## config.mk

```make
export PLATFORM = sky130hd
export DESIGN_NAME = wdog_top
export DESIGN_NICKNAME = d
export VERILOG_FILES = /design/src/rtl/wdog_pkg.sv /design/src/rtl/wdog_por_timer.sv /design/src/rtl/wdog_prescaler.sv /design/src/rtl/wdog_counter.sv /design/src/rtl/wdog_pulse.sv /design/src/rtl/wdog_top.sv
export SDC_FILE = /design/constraint.sdc
export NUM_CORES = 1
export LEC_CHECK = 0
export BUFFER_PORTS_ARGS = -buffer_cell sky130_fd_sc_hd__buf_4
export CORE_MARGIN = 4
export CORE_UTILIZATION = 55
export CTS_CLUSTER_SIZE = 30
export DETAILED_ROUTE_END_ITERATION = 8
export PLACE_DENSITY = 0.8
export SYNTH_ARGS = -nofsm -noshare
export SYNTH_HDL_FRONTEND = slang
export SYNTH_SLANG_ARGS = --single-unit
```

## constraint.sdc

```tcl
create_clock -name clk -period 3.3 [get_ports clk]
set_clock_uncertainty 0.15 [all_clocks]
set_input_delay 0.165 -clock clk [delete_from_list [all_inputs] [get_ports clk]]
set_output_delay 0.165 -clock clk [all_outputs]
set_load 0.005 [all_outputs]
```

## src/rtl/wdog_pkg.sv

```systemverilog
package wdog_pkg;
    typedef enum logic [1:0] {
        PCLR_NONE  = 2'd0,
        PCLR_UPPER = 2'd1,
        PCLR_ALL   = 2'd2
    } pclr_e;
endpackage

```

## src/rtl/wdog_por_timer.sv

```systemverilog
module wdog_por_timer #(
    parameter int POR_DLY = 4096
) (
    input  logic clk,
    input  logic por_n,
    output logic fire_o
);
    localparam int CW = $clog2(POR_DLY + 1);

    typedef struct packed {
        logic [CW-1:0] cnt;
        logic          done;
    } st_t;

    st_t st_d, st_q;

    always_comb begin
        st_d   = st_q;
        fire_o = 1'b0;
        if (!st_q.done) begin
            if (st_q.cnt == CW'(POR_DLY - 1)) begin
                fire_o    = 1'b1;
                st_d.done = 1'b1;
            end else begin
                st_d.cnt = st_q.cnt + 1'b1;
            end
        end
    end

    always_ff @(posedge clk) begin
        if (!por_n) st_q <= '0;
        else        st_q <= st_d;
    end

    // power-on clear is a single event
    assert_por_once_R7: assert property (@(posedge clk) disable iff (!por_n)
        fire_o |=> (!fire_o && st_q.done));
endmodule

```

## src/rtl/wdog_prescaler.sv

```systemverilog
module wdog_prescaler
    import wdog_pkg::*;
#(
    parameter int PRE_W  = 13,
    parameter int TAP_W  = 12,
    parameter int CLR_LO = 4
) (
    input  logic  clk,
    input  logic  por_n,
    input  pclr_e clr_i,
    output logic  tap_o
);
    localparam logic [PRE_W-1:0] KEEP_MASK = PRE_W'((1 << CLR_LO) - 1);

    typedef struct packed {
        logic [PRE_W-1:0] cnt;
    } st_t;

    st_t              st_d, st_q;
    logic [PRE_W-1:0] inc;

    always_comb begin
        inc   = st_q.cnt + 1'b1;
        st_d  = st_q;
        tap_o = 1'b0;
        case (clr_i)
            PCLR_ALL:   st_d.cnt = '0;
            PCLR_UPPER: st_d.cnt = inc & KEEP_MASK;
            default: begin
                st_d.cnt = inc;
                tap_o    = &st_q.cnt[TAP_W-1:0];
            end
        endcase
    end

    always_ff @(posedge clk) begin
        if (!por_n) st_q <= '0;
        else        st_q <= st_d;
    end

    assert_upper_cleared_R2: assert property (@(posedge clk) disable iff (!por_n)
        (clr_i == PCLR_UPPER) |=> (st_q.cnt[PRE_W-1:CLR_LO] == '0));
    assert_low_kept_R2: assert property (@(posedge clk) disable iff (!por_n)
        (clr_i == PCLR_UPPER) |=>
        (st_q.cnt[CLR_LO-1:0] == CLR_LO'($past(st_q.cnt[CLR_LO-1:0]) + 1'b1)));
    assert_full_clear_R8: assert property (@(posedge clk) disable iff (!por_n)
        (clr_i == PCLR_ALL) |=> (st_q.cnt == '0));
endmodule

```

## src/rtl/wdog_counter.sv

```systemverilog
module wdog_counter #(
    parameter int WD_W = 6
) (
    input  logic clk,
    input  logic por_n,
    input  logic step_i,
    input  logic clr_i,
    output logic ovf_o
);
    typedef struct packed {
        logic [WD_W-1:0] cnt;
    } st_t;

    st_t st_d, st_q;

    always_comb begin
        st_d  = st_q;
        ovf_o = 1'b0;
        if (clr_i) begin
            st_d.cnt = '0;
        end else if (step_i) begin
            st_d.cnt = st_q.cnt + 1'b1;
            ovf_o    = &st_q.cnt;
        end
    end

    always_ff @(posedge clk) begin
        if (!por_n) st_q <= '0;
        else        st_q <= st_d;
    end

    assert_clear_R8: assert property (@(posedge clk) disable iff (!por_n)
        clr_i |=> (st_q.cnt == '0));
    assert_step_R1: assert property (@(posedge clk) disable iff (!por_n)
        (step_i && !clr_i) |=> (st_q.cnt == WD_W'($past(st_q.cnt) + 1'b1)));
endmodule

```

## src/rtl/wdog_pulse.sv

```systemverilog
module wdog_pulse #(
    parameter int PULSE_LEN = 32
) (
    input  logic clk,
    input  logic por_n,
    input  logic trig_i,
    input  logic cause_clr_i,
    output logic active_o,
    output logic rst_n_o,
    output logic cause_o
);
    localparam int PCW = $clog2(PULSE_LEN + 1);

    typedef struct packed {
        logic [PCW-1:0] cnt;
        logic           cause;
    } st_t;

    st_t st_d, st_q;

    always_comb begin
        st_d = st_q;
        if (trig_i)               st_d.cnt = PCW'(PULSE_LEN);
        else if (st_q.cnt != '0)  st_d.cnt = st_q.cnt - 1'b1;
        if (trig_i)               st_d.cause = 1'b1;
        else if (cause_clr_i)     st_d.cause = 1'b0;
    end

    always_ff @(posedge clk) begin
        if (!por_n) st_q <= '0;
        else        st_q <= st_d;
    end

    assign active_o = (st_q.cnt != '0);
    assign rst_n_o  = ~active_o;
    assign cause_o  = st_q.cause;

    // checker-only run length of the low phase
    logic [PCW-1:0] run_q;
    always_ff @(posedge clk) begin
        if (!por_n)        run_q <= '0;
        else if (!rst_n_o) run_q <= run_q + 1'b1;
        else               run_q <= '0;
    end

    assert_pulse_start_R4: assert property (@(posedge clk) disable iff (!por_n)
        trig_i |=> !rst_n_o);
    assert_pulse_len_R4: assert property (@(posedge clk) disable iff (!por_n)
        $rose(rst_n_o) |-> (run_q == PCW'(PULSE_LEN)));
    assert_cause_set_R5: assert property (@(posedge clk) disable iff (!por_n)
        trig_i |=> cause_o);
    assert_cause_sticky_R5: assert property (@(posedge clk) disable iff (!por_n)
        (cause_o && !cause_clr_i) |=> cause_o);
endmodule

```

## src/rtl/wdog_top.sv

```systemverilog
module wdog_top
    import wdog_pkg::*;
#(
    parameter int              PRE_W     = 13,
    parameter int              TAP_W     = 12,
    parameter int              WD_W      = 6,
    parameter int              CLR_LO    = 4,
    parameter int              PULSE_LEN = 32,
    parameter int              POR_DLY   = 4096,
    parameter int              ADDR_W    = 16,
    parameter int              DATA_W    = 8,
    parameter logic [ADDR_W-1:0] SVC_ADDR = 16'hFFFF
) (
    input  logic              clk,
    input  logic              por_n,
    input  logic              int_rst,
    input  logic              vec_fetch,
    input  logic [ADDR_W-1:0] bus_addr,
    input  logic              bus_wr,
    input  logic              bus_rd,
    input  logic [DATA_W-1:0] vec_lo,
    input  logic              cause_clr,
    output logic [DATA_W-1:0] rdata,
    output logic              wdog_rst_n,
    output logic              cause
);
    logic  addr_hit, svc, por_fire, tap, ovf, active, wclr;
    pclr_e pclr;

    always_comb begin
        addr_hit = (bus_addr == SVC_ADDR);
        svc      = bus_wr && addr_hit;
        rdata    = (bus_rd && addr_hit) ? vec_lo : '0;
        if (int_rst || vec_fetch || por_fire || active) pclr = PCLR_ALL;
        else if (svc)                                   pclr = PCLR_UPPER;
        else                                            pclr = PCLR_NONE;
        wclr = int_rst || svc || active;
    end

    wdog_por_timer #(.POR_DLY(POR_DLY)) por_i (
        .clk(clk), .por_n(por_n), .fire_o(por_fire)
    );

    wdog_prescaler #(.PRE_W(PRE_W), .TAP_W(TAP_W), .CLR_LO(CLR_LO)) pre_i (
        .clk(clk), .por_n(por_n), .clr_i(pclr), .tap_o(tap)
    );

    wdog_counter #(.WD_W(WD_W)) cnt_i (
        .clk(clk), .por_n(por_n), .step_i(tap), .clr_i(wclr), .ovf_o(ovf)
    );

    wdog_pulse #(.PULSE_LEN(PULSE_LEN)) pls_i (
        .clk(clk), .por_n(por_n), .trig_i(ovf), .cause_clr_i(cause_clr),
        .active_o(active), .rst_n_o(wdog_rst_n), .cause_o(cause)
    );

    // a service write never lets a pulse start on the next edge
    assert_svc_wins_R9: assert property (@(posedge clk) disable iff (!por_n)
        (svc && wdog_rst_n) |=> wdog_rst_n);
    // while the pulse runs the prescaler never feeds the counter
    assert_hold_R10: assert property (@(posedge clk) disable iff (!por_n)
        !wdog_rst_n |-> !tap);
endmodule

```

# Word-level counts from Yosys, hierarchy flattened
# Cells that the tools add are included.
[op_classes]
n_bitwise = 4
add_sub_neg = 4
mux = 14
n_eq_ne = 4
n_reduce_logical = 16
[op_table]
columns = ["operator", "n"]
rows = [
  ["$add A13 B1 Y13 const B", 2],
  ["$pmux W13 S2", 1],
  ["$eq A16 B16 Y1 const B", 1],
  ["$eq A13 B12 Y1 const B", 1],
  ["$mux W6", 2],
  ["$reduce_and A12 Y1", 1],
  ["$mux W1", 9],
  ["$mux W8", 1],
  ["$add A6 B1 Y6 const B", 1],
  ["$reduce_and A6 Y1", 1],
  ["$reduce_bool A6 Y1", 1],
  ["$reduce_or A2 Y1", 3],
  ["$sub A6 B1 Y6 const B", 1],
  ["$logic_or A1 B1 Y1", 5],
  ["$not A1 Y1", 4],
  ["$reduce_bool A2 Y1", 2],
  ["$eq A2 B1 Y1 const B", 1],
  ["$eq A2 B2 Y1 const B", 1],
  ["$logic_and A1 B1 Y1", 2],
  ["$mux W2", 1],
  ["$reduce_and A2 Y1", 1],
]
[word_totals]
input_bits = 31
word_cells = 49
regBits = 40
out_inout_bits = 10

# Depth between registers and ports, before layout
# Gate-level depths: netlist of run 1.
[depth]
depth_word = 12
ltp_mapped = 7
mapped_depth_nobuf = 7

# By module
# A second synthesis of run 1 with hierarchy kept.
[unflattened]
hier_cells = 234
area_unflattened_um2 = 2034.5
[modules_own_cells]
columns = ["module", "area_each_um2", "instances", "cells_per_inst", "seq_area_each_um2"]
rows = [
  ["wdog_por_timer", 680.7, 1, 78, 280.3],
  ["wdog_prescaler", 525.5, 1, 61, 240.2],
  ["wdog_pulse", 359.1, 1, 37, 140.1],
  ["wdog_counter", 271.5, 1, 29, 120.1],
  ["wdog_top", 197.7, 1, 29, 0.0],
]

# Worst setup path after synthesis of run 1
# No wires, ideal clock.
[synth_timing]
path_type = "reg2reg"
from = "register pls_i.st_q[1] in the netlist's numbering"
to = "register cnt_i.st_q[5] in the netlist's numbering"
path_buffers = 0
setup_slack_ps = 1158
t_required_ps = 3080
arrival_ps = 1922
synth_period_minus_slack_ps = 2142
path_stages_with_launch = 8
setup_time_ps = 70
path_cell_list = "dfxtp_1 -> inv_1 -> ha_1 -> nor3b_4 -> nand4_2 -> or3_1 -> or4_1 -> a21oi_1"
[synth_between]
elab_chain_cells = 6
word_cells_on_any_way = 9
cone_classes = "eq/ne: 2; mux: 2; reduce/logical: 5"
[synth_rtl]
columns = ["item", "line", "source"]
rows = [
  ["start: declaration", "wdog_pulse.sv:19", "st_t st_d, st_q;"],
  ["start signal: assignment", "wdog_pulse.sv:31", "else st_q <= st_d;"],
  ["$reduce_bool A6 Y1 *", "wdog_pulse.sv:34", "assign active_o = (st_q.cnt != '0);"],
  ["$logic_or A1 B1 Y1", "wdog_top.sv:34", "if (int_rst || vec_fetch || por_fire || active) pclr = PCLR_ALL;"],
  ["$mux W2", "wdog_top.sv:34", ""],
  ["$eq A2 B2 Y1 / $eq A2 B1 Y1 (equally long branches)", "wdog_prescaler.sv:26", "case (clr_i)"],
  ["$reduce_or A2 Y1 (no source line)", "-", ""],
  ["$mux W1", "wdog_prescaler.sv:26", ""],
  ["end signal: assignment", "wdog_counter.sv:29", "else st_q <= st_d;"],
  ["end: declaration", "wdog_counter.sv:14", "st_t st_d, st_q;"],
]
# Mark *: on every way between the ends. The rest lies on a longest branch, timed or not.
# A chain may end at the register's enable or synchronous reset.

# Final worst setup path of run 1
# Same ends and word-level chain as after synthesis.

==> metrics, run 1 <==
XOR/XNOR share of the synthesized area=0.105; CTS root buffer=clkbuf_4; DRT Wirelength=about 3900 microns; TritonRoute pass-1 iters=4; vias in the first global route=~1600; Area growth, synth to finish=22.7%; global-route wire length before repair=between 6000 and 7000 microns; final count of pins violating max slew=0; top-level I/O count=between 40 and 50; setup violators final=0; DR vias=1677; FFs w/ async S/R, synth=0; met1 WL=roughly 1800 microns; layout cells sized above 1=0.208; post-synthesis mux area share=0.0105; Worst Hold Class=input port to flip-flop; I/O Buffers=40; TritonCTS Buffers=5; post-detailed-placement half-perimeter wirelength=2980 microns; DRT antenna net count=0; Main synth FF type=dfxtp_1; Final Hold Fails=0; setup TNS=0 ps; most frequent cells in the layout=buf_4, dfxtp_1, nor2_1, xnor2_1, nand2_1; FP Rows=21; Total Power Consumption=1090 uW; Slew headroom=0.576; CP max stage cell=or4_1; Fin Hold WS=about 140 ps; Simple-Gate Fraction of Synth Area=0.361; multi-input logic area=between 1000 and 1500 sq um; post-DR vias/cell=around 5.3; synth warn=0; # diodes=0; CTS tree=done; pwr/cell area=about 460 nW/um^2; CP peak stage delay=510 ps; adder-cell share of the synthesized area=0.0327; Crit Path Max Fanout=5; initial antenna violation count=0; syn_nets=between 200 and 300; Final nets=approximately 310; Die X=between 60 and 70 microns; worst path cell trace=inv_1, ha_1, nor3b_4, nand4_2, or3_1, or4_1, a21oi_1; number of clock sinks=39; die area=between 4000 and 5000 sq um; FF/Latch Area=between 700 and 800 sq um; main combinational cell family by area after synthesis=simple AND/OR/NAND/NOR gates; Core Area=3340 sq um; Setup crit end kind=flip-flop; post-synthesis register bit count=39; Design Area, Final=approximately 2300 sq um; synthesized instance count=about 220; LEAKAGE=about 0.00094 uW; Peak Freq=about 430 MHz; CP Data Arrival Time=approximately 2400 ps; fillers=281; RSZ-0062 raised after global routing=no; status=finished clean; Unique masters post-synth=34; initial DRC count=about 140; Worst Setup Path Type=flip-flop to flip-flop; Worst R2R Setup Slack=990 ps; routed wl met3=approximately 140 microns; cell area after synthesis=between 1500 and 2000 sq um; drt drc=0; total grt overflow=0; worst vdd ir=~0.00023 V; WL per Instance=roughly 12 microns; sequential area share after synthesis=0.409; number of synthesized flops with an enable pin=0; minimum clock period=~2300 ps; placed cell count=about 310; CTS max path bufs=2; post-synthesis compound-gate area fraction=0.0602; GPL Wtd Cong=between 0.7 and 0.8; critical path startpoint category=flip-flop; Die Y=approximately 67 microns; clock-pin slew on the worst setup and hold paths=around 100 ps; clk_lat worst skew=330 ps; placed instance area=2270 sq um; Post-Layout Cell Count=315; met2 WL=~1900 microns; largest net degree at the start of global routing=24; gr usage total=0.199; Initial Util=0.573; CP required=between 3000 and 4000 ps; commonest non-fill, non-tap cell in the layout=buf_4; Max Cap Viol=0; H-tree level count=2; final worst path period share=0.701; Syn Area/Cell=8.65 sq um; highest metal used=met4; Worst Max-Slew Pin Slew=between 600 and 700 ps
-- path summary, 6_finish.rpt --
check | start | to | cells past startpoint
worst min-delay path | bus_wr | pls_i.st_q[6] | 4
worst max-delay path | pls_i.st_q[1] | cnt_i.st_q[5] | 7
worst min register to register | pre_i.st_q[0] | pre_i.st_q[0] | 1
worst max register to register | pls_i.st_q[1] | cnt_i.st_q[5] | 7
-- cells in the mapped netlist (3+ instances only) --
library cell  count  area share
a21oi_1           5       0.013
and2_1            9       0.029
and3_1           12       0.039
and4_1            3       0.014
dfxtp_1          39        0.41
ha_1              5       0.033
inv_1             9       0.018
nand2_1          15       0.029
nand3_1          13       0.034
nand4_1          11       0.036
nor2_1           28       0.055
nor2b_1           4       0.013
nor3_1            9       0.024
nor4_1            6       0.020
o21ai_0           6       0.016
xnor2_1          16       0.073
xor2_1            7       0.032
-- stage by stage --
step | setup WS, ps | utilization
after floorplan | 1160 | -
after global placement | 1070 | 0.680
after detailed placement | 998 | 0.680
after CTS | 970 | 0.700
after global routing | 805 | 0.703
final | 988 | 0.703
-- metal layers --
layer  GRT usage  vias to the layer above
met3      0.0523                        9
li1            -                      875
met2       0.318                       35
met5           0                        -
met4      0.0785                        0
met1       0.254                      758
-- worst max-delay path: cells and delay by family (launching register included) --
kind            cells  cell delay [ps]
simple gates        4             1330
compound gates      1              160
flops               1              330
fa+ha+maj           1              170
buf+inv             1              100
-- repair_timing --
action,4_1_cts,5_1_grt
endpoints found under the hold margin,1,1
buffers inserted,0,0
hold buffers,1,1
resized for setup,0,0
-- area by class of cell --
| cell class | count | share of cell area |
|---|---|---|
| Inverter | 9 | 0.0144 |
| Sequential cell | 39 | 0.333 |
| Tap cell | 46 | 0.0245 |
| Clock inverter | 1 | 0.00213 |
| Multi-Input combinational cell | 171 | 0.464 |
| Timing Repair Buffer | 43 | 0.140 |
| Clock buffer | 6 | 0.0219 |
-- flip-flops by register name (all words and copies together), names as in the netlist --
signal	cells
cnt_i.st_q	6
pls_i.cause_o	1
pls_i.st_q	6
por_i.st_q	14
pre_i.st_q	12
-- power breakdown --
group          switching [uW]  internal, uW  leakage, uW
Combinational             144           151     0.000588
Sequential               40.9           510     0.000316
Clock                     141          98.7    0.0000341
-- kinds of logic after synthesis --
family                     count (synthesis)
muxes                                      2
buffers and inverters                     11
DFF                                       39
and+or+nand+nor                          123
xor gates and xnor gates                  23
AOI/OAI and AO/OA                         18
adders and majority gates                  5
Note: power is estimated with default switching activity, not from simulation.
==> run 2, diff against run 1 <==
CORE_UTILIZATION = 48   (was 55)
PLACE_DENSITY = 0.74   (was 0.8)
clock period = 2 ns   (was 3.3 ns; I/O delays follow)
==> metrics, run 2 (synthesis gave the netlist of run 1 again) <==
DRT Wirelength=4620 microns (+20%); failing checks=setup timing; initial antenna violation count=0 (unchanged); max reg flops=14 (unchanged); setup violators final=1 (+1); Slew headroom=0.739 (+0.162); pwr/cell area=817 nW/um^2 (+76%); I/O Buffers=40 (unchanged); Peak Freq=499 MHz (+15%); RSZ-0062 raised after global routing=yes; Most flops, register=por_i.st_q; TritonCTS Buffers=5 (unchanged); Crit Path Max Fanout=2 (-3); post-detailed-placement half-perimeter wirelength=3440 microns (+16%); total grt overflow=0 (unchanged); CTS tree=done; Area growth, synth to finish=40.3%; status=finished with violations; TritonRoute pass-1 iters=4 (unchanged); CTS root buffer=clkbuf_8; # diodes=0 (unchanged); clk_lat worst skew=290 ps (-40 ps); global-route wire length before repair=7730 microns (+12%); Initial Util=0.510 (-0.0622); Final Hold Fails=0 (unchanged); CP Data Arrival Time=2080 ps (-350 ps); CP required=2080 ps (-1340 ps); Post-Layout Cell Count=348 (+10%); final worst path period share=1.00 (+0.302); LEAKAGE=0.00115 uW (+22%); final count of pins violating max slew=0 (unchanged); setup TNS=-6.01 ps (-6.01 ps); Worst Setup Path Type=flip-flop to flip-flop; Core Area=3740 sq um (+12%); FP Rows=22 (+4.8%); WL per Instance=13.3 microns (+8.6%); Max Cap Viol=0 (unchanged); largest net degree at the start of global routing=24 (unchanged); die area=5050 sq um (+13%); Worst Hold Class=input port to flip-flop; gr usage total=0.187 (-0.0128); top-level I/O count=41 (unchanged); post-DR vias/cell=5.26 (-1.1%); GPL Wtd Cong=0.817 (+8.5%); Die Y=71.1 microns (+6.2%); setup slack after layout=-6.01 ps (-994 ps); minimum clock period=2010 ps (-306 ps); worst vdd ir=0.000559 V (+140%); Worst Max-Slew Pin Slew=389 ps (-240 ps); commonest non-fill, non-tap cell in the layout=buf_4; H-tree level count=2 (unchanged); CTS max path bufs=2 (unchanged); critical path startpoint category=flip-flop; number of clock sinks=39 (unchanged); Die X=71.1 microns (+6.2%); initial DRC count=132 (-5.0%); DRT antenna net count=0 (unchanged); biggest regs=por_i.st_q: 14 flops, pre_i.st_q: 12 flops; DR vias=1832 (+9.2%); layout cells sized above 1=0.327 (+0.118); clock-pin slew on the worst setup and hold paths=80 ps (-20 ps); drt drc=0 (unchanged); placed cell count=337 (+10%); Setup crit end kind=flip-flop; most frequent cells in the layout=buf_4, dfxtp_1, nor2_1, xnor2_1, nand2_1; Final nets=335 (+9.8%); vias in the first global route=1764 (+8.2%); Fin Hold WS=97.9 ps (-38.6 ps); Total Power Consumption=2190 uW (+100%)
==> run 2: cell count changes in the layout (fill, tap and decap cells not counted), sizes merged <==
| cell | delta |
|---|---|
| clkinv | -1 |
| clkbuf | +1 |
| clkinvlp | +1 |
| buf | +30 |
==> run 2: through the flow <==
step	setup slack, ps	utilization	area, sq um
after global placement	12.1	0.665	2490
after detailed placement	-84.5	0.665	2490
final	-6.01	0.716	2680
after global routing	-80.1	0.716	2680
after CTS	-76.6	0.700	2620
after floorplan	-97.9	-	1910
==> run 2: worst max-delay path: stages (launching register included) <==
cell and delay [ps]:
dfxtp_2 330, inv_2 70, ha_4 130, nor3b_4 200, nand4_2 120, or3_4 380, or4_4 420, a21oi_2 140
==> run 2: worst paths after layout <==
check	start	endpoint	slack, ps	cells past startpoint
max reg2reg	pls_i.st_q[1]	cnt_i.st_q[5]	-6	7
min reg2reg	pls_i.cause_o	pls_i.cause_o	340	2
max	pls_i.st_q[1]	cnt_i.st_q[5]	-6	7
min	bus_wr	pls_i.st_q[6]	100	4
==> run 2: report_power, final <==
group	internal, uW	leakage (uW)	switching [uW]
registers	845	0.000317	63.0
clock network	314	0.0000505	274
logic	370	0.000778	325
==> run 2: what timing repair did <==
item                                   in CTS  in global routing
hold buffers                                2                  0
resized for setup                           1                 12
endpoints found under the hold margin       2                  0
setup endpoints to repair                   1                 13
pin swaps                                   1                  4
setup buffers                               1                  0
==> run 2: area by class of cell <==
cell class	instances	area, sq um
Sequential cell	39	785
Fill cell	314	1060
Tap cell	48	60.1
Clock inverter	1	7.51
Multi-Input combinational cell	171	1150
Timing Repair Buffer	73	553
Clock buffer	7	96.3
Inverter	9	33.8
==> run 2: layer usage <==
metal  GRT usage  vias to the layer above  wire length [microns]
met5           0                        -                      0
met4      0.0251                        0                     56
met3      0.0384                        6                    170
met2       0.344                       36                   2450
met1       0.228                      855                   1940
li1            -                      935                      -
==> run 3, diff against run 2 <==
CORE_UTILIZATION = 40   (was 48)
PLACE_DENSITY = 0.62   (was 0.74)
==> metrics, run 3 (synthesis gave the netlist of run 1 again) <==
drt drc=0 (unchanged); total grt overflow=0 (unchanged); Post-Route Utilization=0.598 (-0.118); DRT antenna net count=0 (unchanged); commonest non-fill, non-tap cell in the layout=buf_4; global-route wire length before repair=7290 microns (-5.6%); TritonRoute pass-1 iters=4 (unchanged); worst vdd ir=0.000500 V (-11%); I/O Buffers=40 (unchanged); DR vias=1787 (-2.5%); final worst path period share=1.01 (+0.00904); clock-pin slew on the worst setup and hold paths=70 ps (about the same); Core Area=4470 sq um (+20%); max reg flops=14 (unchanged); CTS max path bufs=2 (unchanged); FP Rows=24 (+9.1%); Design Area, Final=2680 sq um (-0.23%); layout cells sized above 1=0.329 (+0.00228); die area=5950 sq um (+18%); largest net degree at the start of global routing=24 (unchanged); Worst Hold Class=input port to flip-flop; CP Data Arrival Time=2100 ps (+20 ps); setup violators final=1 (unchanged); setup slack after layout=-24.1 ps (-18.1 ps); GPL Wtd Cong=0.819 (+0.28%); fillers=405 (+29%); failing checks=setup timing; vias in the first global route=1755 (-0.51%); Initial Util=0.427 (-0.0833); Crit Path Max Fanout=4 (+2); Slew headroom=0.742 (+0.00296); number of clock sinks=39 (unchanged); status=finished with violations; RSZ-0062 raised after global routing=yes; Worst R2R Setup Slack=-20 ps (-20 ps); Most flops, register=por_i.st_q; initial antenna violation count=0 (unchanged); pwr/cell area=790 nW/um^2 (-3.3%); Setup crit end kind=flip-flop; H-tree level count=2 (unchanged); gr usage total=0.150 (-0.0369); TritonCTS Buffers=5 (unchanged); most frequent cells in the layout=buf_4, dfxtp_1, nor2_1, xnor2_1, nand2_1; top-level I/O count=41 (unchanged); clk_lat worst skew=290 ps (about the same); Final nets=339 (+1.2%); Area growth, synth to finish=40.0%; biggest regs=por_i.st_q: 14 flops, pre_i.st_q: 12 flops; critical path startpoint category=flip-flop; post-DR vias/cell=5.02 (-4.6%); FF/Latch Area=783 sq um (-0.16%); initial DRC count=55 (-58%); multi-input logic area=1130 sq um (-1.5%); post-detailed-placement half-perimeter wirelength=3320 microns (-3.5%); LEAKAGE=0.00112 uW (-2.1%); Final Hold Fails=0 (unchanged); CTS tree=done; Worst Max-Slew Pin Slew=384 ps (-4.41 ps); DRT Wirelength=4320 microns (-6.5%); placed instance area=2490 sq um (+0.20%); Die X=77.1 microns (+8.5%); final count of pins violating max slew=0 (unchanged); CP required=2070 ps (about the same); Worst Setup Path Type=flip-flop to flip-flop; Peak Freq=494 MHz (-0.89%); Die Y=77.1 microns (+8.5%); Max Cap Viol=0 (unchanged); # diodes=0 (unchanged); Total Power Consumption=2110 uW (-3.5%); WL per Instance=12.1 microns (-8.6%); CTS root buffer=clkbuf_8; minimum clock period=2020 ps (+18.1 ps)
## run 3: cell types whose count changed in the layout (fill, tap and decap cells not counted), sizes merged
cell	previous run	this run
clkinvlp	1	0
buf	71	75
clkinv	0	1
## run 3: final timing paths
| check | from | endpoint | cells after the start |
|---|---|---|---|
| min reg2reg | pre_i.st_q[0] | pre_i.st_q[0] | 1 |
| max reg2reg | pls_i.st_q[3] | cnt_i.st_q[5] | 5 |
| min | bus_wr | pls_i.st_q[6] | 4 |
| max | pls_i.st_q[3] | cnt_i.st_q[5] | 5 |
## run 3: cell type report
class | count | area share
clock buffer | 7 | 0.0285
clock inverter | 1 | 0.00187
inverter | 9 | 0.0126
multi-input combinational | 171 | 0.422
sequential | 39 | 0.293
tap | 52 | 0.0243
timing repair buffer | 77 | 0.218
## run 3: where the power goes
| group | switching [uW] | internal, uW | total, uW | leakage [uW] |
|---|---|---|---|---|
| sequential | 62.5 | 845 | 908 | 0.000316 |
| clock | 258 | 245 | 503 | 0.0000422 |
| combinational | 305 | 399 | 703 | 0.000763 |
## run 3: stage by stage
step / TNS [ps] / std cells / setup slack (ps) / hold WS (ps)
2_1_floorplan: -97.9 / 221 / -97.9 / 88.3
3_3_place_gp: 0 / 341 / 16.3 / 232
3_5_place_dp: -20.9 / 341 / -20.9 / 235
4_1_cts: 0 / 353 / 13.7 / 112
5_1_grt: -476 / 356 / -136 / 148
6_report: -24.1 / 356 / -24.1 / 105
## run 3: critical path: stages (launching register included)
cell and delay, ps:
dfxtp_1 340, nor3_1 350, nand4_2 150, or3_4 350, or4_4 490, a21oi_2 140
## run 3: per-layer routing
layer,share of wire,vias up,GRT usage
met1,0.44,800,0.171
met4,0.018,0,0.0623
li1,-,945,-
met2,0.51,34,0.267
met3,0.032,8,0.0351
met5,0,-,0
## run 3: timing repair
action	CTS	global route
setup buffers	2	3
gates resized for setup	4	7
endpoints found under the setup margin	1	6
pin swaps	3	3
hold endpoints to repair	2	0
hold buffers	2	0
